[config.mk]
export PLATFORM = sky130hd
export DESIGN_NAME = alm_irq_ctrl
export DESIGN_NICKNAME = d
export VERILOG_FILES = /design/src/rtl/alm_irq_pkg.sv /design/src/rtl/alm_src_unit.sv /design/src/rtl/alm_srst_seq.sv /design/src/rtl/alm_irq_ctrl.sv
export SDC_FILE = /design/constraint.sdc
export NUM_CORES = 1
export LEC_CHECK = 0
export ABC_CLOCK_PERIOD_IN_PS = 1600
export BUFFER_PORTS_ARGS = -buffer_cell sky130_fd_sc_hd__buf_2
export CAP_MARGIN = 30
export CORE_ASPECT_RATIO = 0.9
export CORE_MARGIN = 2
export CORE_UTILIZATION = 50
export CTS_CLUSTER_DIAMETER = 50
export DETAILED_ROUTE_END_ITERATION = 10
export GPL_TIMING_DRIVEN = 1
export PLACE_DENSITY = 0.75
export SLEW_MARGIN = 5
export SYNTH_ARGS = -nofsm -noshare
export SYNTH_HDL_FRONTEND = slang
export SYNTH_SLANG_ARGS = --single-unit
export TNS_END_PERCENT = 50
[constraint.sdc]
create_clock -name clk -period 1.6 [get_ports clk]
set_input_delay 0.16 -clock clk [delete_from_list [all_inputs] [get_ports clk]]
set_output_delay 0.16 -clock clk [all_outputs]
set_load 0.01 [all_outputs]
[src/rtl/alm_irq_pkg.sv]
package alm_irq_pkg;

    localparam int DW      = 8;
    localparam int AW      = 5;
    localparam int NUM_SRC = 3;

    localparam logic [AW-1:0] ADDR_SRST = 5'h0A;

    typedef struct packed {
        logic          wr;
        logic          rd;
        logic [AW-1:0] addr;
        logic [DW-1:0] wdata;
    } reg_req_t;

    // source 0: signal loss, 1: driver fault, 2: alarm indication
    function automatic logic [AW-1:0] sts_addr(input int src);
        case (src)
            0:       return 5'h04;
            1:       return 5'h05;
            default: return 5'h12;
        endcase
    endfunction

    function automatic logic [AW-1:0] en_addr(input int src);
        case (src)
            0:       return 5'h06;
            1:       return 5'h07;
            default: return 5'h14;
        endcase
    endfunction

    function automatic logic [AW-1:0] pend_addr(input int src);
        case (src)
            0:       return 5'h08;
            1:       return 5'h09;
            default: return 5'h13;
        endcase
    endfunction

    function automatic int reset_cycles(input int khz, input int usec);
        return (khz * usec + 999) / 1000;
    endfunction

endpackage

[src/rtl/alm_src_unit.sv]
module alm_src_unit #(
    parameter int CH = 4
) (
    input  logic          clk,
    input  logic          rst,
    input  logic          clr,
    input  logic [CH-1:0] sts_in,
    input  logic          en_wr,
    input  logic [CH-1:0] en_wdata,
    input  logic          ack_rd,
    output logic [CH-1:0] sts_o,
    output logic [CH-1:0] pend_o,
    output logic [CH-1:0] en_o,
    output logic          req_o
);
    logic [CH-1:0] sts_q, pend_q, en_q;
    logic [CH-1:0] edge_hit;

    assign edge_hit = sts_in ^ sts_q;

    always_ff @(posedge clk) begin
        if (rst) begin
            sts_q  <= '0;
            pend_q <= '0;
            en_q   <= '0;
        end else begin
            sts_q <= sts_in;
            if (clr) begin
                pend_q <= '0;
                en_q   <= '0;
            end else begin
                pend_q <= (ack_rd ? '0 : pend_q) | edge_hit;
                if (en_wr)
                    en_q <= en_wdata;
            end
        end
    end

    assign sts_o  = sts_q;
    assign pend_o = pend_q;
    assign en_o   = en_q;
    assign req_o  = |(pend_q & en_q);

    AST_EDGE_ONLY: assert property (@(posedge clk) disable iff (rst)
        (!clr && sts_in == sts_q) |=> ((pend_q & ~$past(pend_q)) == '0));
    AST_RD_CLEARS: assert property (@(posedge clk) disable iff (rst)
        (ack_rd && !clr && sts_in == sts_q) |=> (pend_q == '0));
    AST_CLR_EMPTY: assert property (@(posedge clk) disable iff (rst)
        clr |=> (pend_q == '0 && en_q == '0));

endmodule

[src/rtl/alm_srst_seq.sv]
module alm_srst_seq
    import alm_irq_pkg::*;
#(
    parameter int CLK_KHZ = 16384
) (
    input  logic clk,
    input  logic rst,
    input  logic start,
    input  logic long_mode,
    output logic busy
);
    localparam int SHORT_CYC = reset_cycles(CLK_KHZ, 1);
    localparam int LONG_CYC  = reset_cycles(CLK_KHZ, 2);
    localparam int CW        = $clog2(LONG_CYC + 1);

    logic [CW-1:0] cnt_q;

    always_ff @(posedge clk) begin
        if (rst)
            cnt_q <= '0;
        else if (cnt_q != '0)
            cnt_q <= cnt_q - 1'b1;
        else if (start)
            cnt_q <= long_mode ? CW'(LONG_CYC) : CW'(SHORT_CYC);
    end

    assign busy = (cnt_q != '0);

    AST_BUSY_START: assert property (@(posedge clk) disable iff (rst)
        (start && !busy) |=> busy);
    AST_NO_RESTART: assert property (@(posedge clk) disable iff (rst)
        (busy && start) |=> (cnt_q == $past(cnt_q) - 1'b1));

endmodule

[src/rtl/alm_irq_ctrl.sv]
module alm_irq_ctrl
    import alm_irq_pkg::*;
#(
    parameter int CH      = 4,
    parameter int CLK_KHZ = 16384
) (
    input  logic          clk,
    input  logic          rst,
    input  logic          reg_wr,
    input  logic          reg_rd,
    input  logic [AW-1:0] reg_addr,
    input  logic [DW-1:0] reg_wdata,
    output logic [DW-1:0] reg_rdata,
    input  logic          long_mode,
    input  logic [CH-1:0] los_in,
    input  logic [CH-1:0] dfm_in,
    input  logic [CH-1:0] ais_in,
    output logic          irq_n,
    output logic          rst_busy
);
    reg_req_t      req;
    logic          srst_start, clr;
    logic [CH-1:0] sts_in [NUM_SRC];
    logic [CH-1:0] sts    [NUM_SRC];
    logic [CH-1:0] pend   [NUM_SRC];
    logic [CH-1:0] en     [NUM_SRC];
    logic [NUM_SRC-1:0] src_req;
    logic [DW-1:0] rd_mux;

    assign req = '{wr: reg_wr, rd: reg_rd, addr: reg_addr, wdata: reg_wdata};

    assign sts_in[0] = los_in;
    assign sts_in[1] = dfm_in;
    assign sts_in[2] = ais_in;

    assign srst_start = req.wr && (req.addr == ADDR_SRST) && !rst_busy;
    assign clr        = srst_start || rst_busy;

    alm_srst_seq #(.CLK_KHZ(CLK_KHZ)) u_srst (
        .clk       (clk),
        .rst       (rst),
        .start     (srst_start),
        .long_mode (long_mode),
        .busy      (rst_busy)
    );

    for (genvar s = 0; s < NUM_SRC; s++) begin : g_src
        alm_src_unit #(.CH(CH)) u_unit (
            .clk      (clk),
            .rst      (rst),
            .clr      (clr),
            .sts_in   (sts_in[s]),
            .en_wr    (req.wr && !rst_busy && (req.addr == en_addr(s))),
            .en_wdata (req.wdata[CH-1:0]),
            .ack_rd   (req.rd && (req.addr == pend_addr(s))),
            .sts_o    (sts[s]),
            .pend_o   (pend[s]),
            .en_o     (en[s]),
            .req_o    (src_req[s])
        );
    end

    always_comb begin
        rd_mux = '0;
        for (int s = 0; s < NUM_SRC; s++) begin
            if (req.addr == sts_addr(s))  rd_mux = DW'(sts[s]);
            if (req.addr == en_addr(s))   rd_mux = DW'(en[s]);
            if (req.addr == pend_addr(s)) rd_mux = DW'(pend[s]);
        end
    end

    always_ff @(posedge clk) begin
        if (rst)
            reg_rdata <= '0;
        else if (req.rd)
            reg_rdata <= rd_mux;
    end

    assign irq_n = ~|src_req;

    AST_IRQ_HOLD: assert property (@(posedge clk) disable iff (rst)
        (!irq_n && !reg_rd && !reg_wr) |=> !irq_n);
    AST_RDATA_HIGH_ZERO: assert property (@(posedge clk) disable iff (rst)
        reg_rd |=> (reg_rdata[DW-1:CH] == '0));

endmodule

==> out/results.ini <==
[cells_and_area]
final_common_cell = dfxtp_1
drive_above_1_share_pct = 26.6
mostFrequentLayoutCells = dfxtp_1, nor2_1, buf_2
diodes = 0
utilization_pct = 62.5
nets = 342
area_growth_pct = 19.4

[clocking]
root_buffer = clkbuf_8
cts_tree = built
cts_sinks = 46
numCtsBuffers = 5
cts_max_path_buffers = 2
clk-insertion-delay-late_ps = 290
cts-htree-levels = 2
cts.reportedPaths.clkPinSlew_ps = 80
cts_hold_buf = 0

[hold_path]
hp-class = in2reg
min_from = los_in[3]
hold_path_end = g_src[0].u_unit.sts_o[3]
whs_path_depth = 2

[grt]
antenna_found_initial = 0
grt_usage_pct = 23.1
grt_overflow = 0
grt_pass1_wl_um = 9770
grt_pass1_vias = 1964
grt_max_degree = 25

[critical_path]
rr_worst_depth = 6
worstSetupStartpointType = flop
cp.required_ps = 1440
endpoint_kind = output port
reg2reg_slack_ps = 80
worstSetupPathType = reg2out
reg2reg_to = g_src[0].u_unit.en_o[0]
cp.arrival_ps = 1400
cp_max_fo = 5
rr_startpoint = u_srst.cnt_q[3]

[routing]
wl_um = 6090
wl_per_cell_um = 16.3
firstDrtPassIters = 5
via_per_inst = 5.68
ant_nets = 0
first_iter_violations = 278
vias = 2125
drc = 0

[pwr]
power_frac_seq_pct = 41.6
peakVddDrop_mv = 0.715
p_leak_uw = 0.00123
p_int_uw = 2280
switching_share_pct = 34.3
clock_power_share_pct = 20.7
pwr-share-comb_pct = 37.7
switching_power_uw = 1190
p_per_area_nw_per_um2 = 1240

[logic_synthesis]
syn_area_um2 = 2350
synth_cells = 263
synth_warnings = 0
synth_top_area_share_pct = 39.2
synth_edf_count = 0
synth_top_flop_cell = dfxtp_1
synth_seq_cells = 46
synth.distinct_cells = 52
synth_area_leader_cell = dfxtp_1
yosys-top-cells-area = dfxtp_1, mux2i_1, a21oi_1
postSynthAreaPerCell_um2 = 8.94
yosysSeqAreaShare_pct = 39.2
synthArstFlopShare_pct = 0

[timing]
period_minus_slack_ps = 1560
hold_viol = 0
finalMaxSlewViolations = 0
period_share_pct = 97.3
slew_headroom_pct = 63.1
setup_violations = 0
tns_ps = 0
fmax_ghz = 0.642
skew_ps = 3.84
tightest_slew_ps = 552

[die]
rows = 23
die_w_um = 76.3
start_util_pct = 52.4
core_area_um2 = 4490
fp.dieH_um = 69.1
io_pins = 40
dieArea_um2 = 5270

[placement]
port-buffer-count = 31
gp_congestion = 0.960
dp_hpwl_um = 4420

[run_status]
status = complete, no violations

[job]
maxCapViolCount = 0

synth_stat cells (2+ instances only):
library cell	instances
nand2b_1	4
nand2_1	8
nand3_1	5
a21o_1	2
o31ai_1	2
buf_4	4
a21oi_1	26
xor2_1	12
nor2b_1	18
nor2_1	33
a2111oi_0	2
buf_2	4
buf_6	4
o211a_1	2
and3_1	2
nor3_1	5
nand4_1	4
a211oi_1	2
o22ai_1	3
o21a_1	4
xnor2_1	2
and4_1	2
inv_1	5
mux2i_1	14
a22o_1	3
or2_2	2
clkbuf_1	3
a221oi_1	3
a22oi_1	2
dfxtp_1	46
and3b_1	3
o221ai_1	2
o21ai_0	9
a2bb2oi_1	3
logic make-up (layout without fill, tap and decap cells):
| kind of cell | after synthesis | after routing | share of synthesized area (%) |
|---|---|---|---|
| compound gates | 69 | 69 | 20.2 |
| other cells | 1 | 4 | 0.160 |
| buf+inv | 22 | 68 | 5.75 |
| simple gates | 95 | 95 | 22.6 |
| fa+ha+maj | 1 | 1 | 0.532 |
| mux | 15 | 15 | 6.44 |
| xor+xnor | 14 | 14 | 5.22 |
| flops | 46 | 46 | 39.2 |
power by group through the flow:
stage                     clock (uW)  sequential (uW)  combinational [uW]
final                            720             1450                1310
after floorplan                    0             1420                 803
after global routing             782             1460                1440
after global placement             0             1450                1140
after detailed placement           0             1450                1160
after CTS                        730             1430                1190
layer usage:
| layer | track usage [%] | vias to the layer above | wire [um] |
|---|---|---|---|
| li1 | - | 1033 | - |
| met1 | 32.6 | 984 | 2750 |
| met2 | 36.2 | 100 | 2720 |
| met3 | 5.63 | 8 | 548 |
| met4 | 4.65 | 0 | 69 |
| met5 | 0 | - | 0 |
critical path, stage by stage (launching register included):
cell	delay (ps)
dfxtp_2	330
nor3_2	210
and3_4	270
inv_4	50
buf_4	120
buf_2	130
final cells by class:
type	instances	area, um2
fillers	425	1680
multi-input cells	198	1350
flip-flops and latches	46	928
repair buffers	54	340
clock buffers	7	86.3
well taps	62	77.6
inverters	6	25.0
clock inverters	1	5.00
flip-flops by register name, indices dropped and copies added, names as in the netlist:
name,count
g_src.u_unit.en_o,12
g_src.u_unit.pend_o,12
g_src.u_unit.sts_o,12
reg_rdata,4
u_srst.cnt_q,6
how the worst max path moves through the flow:
stage,to,depth (start not counted),slack [ps],startpoint
after floorplan,g_src[2].u_unit.en_o[3],9,20,u_srst.cnt_q[0]
after global placement,reg_rdata[3],6,-100,reg_addr[2]
after detailed placement,reg_rdata[3],6,-50,reg_addr[2]
after CTS,irq_n,4,20,g_src[2].u_unit.en_o[2]
after global routing,rst_busy,5,-10,u_srst.cnt_q[3]
final,rst_busy,5,40,u_srst.cnt_q[3]
metrics by stage:
step                setup slack [ps]  instances  instance area [um2]  power, uW  hold slack, ps
CTS                             15.8        373                 2770       3350            98.5
detailed placement             -50.8        365                 2660       2610             403
floorplan                       20.7        266                 2360       2220             288
global route                   -11.9        374                 2810       3680             100
global placement               -99.5        365                 2660       2590             395
finish                          43.3        374                 2810       3480            97.7
timing repair:
| action | 4_1_cts | 5_1_grt |
|---|---|---|
| cloned | 0 | 0 |
| setup endpoints to repair | 26 | 26 |
| buffers inserted | 0 | 1 |
| gates resized for setup | 3 | 11 |
| pin swaps | 1 | 3 |
No activity file was read; power rests on OpenSTA's default activity.
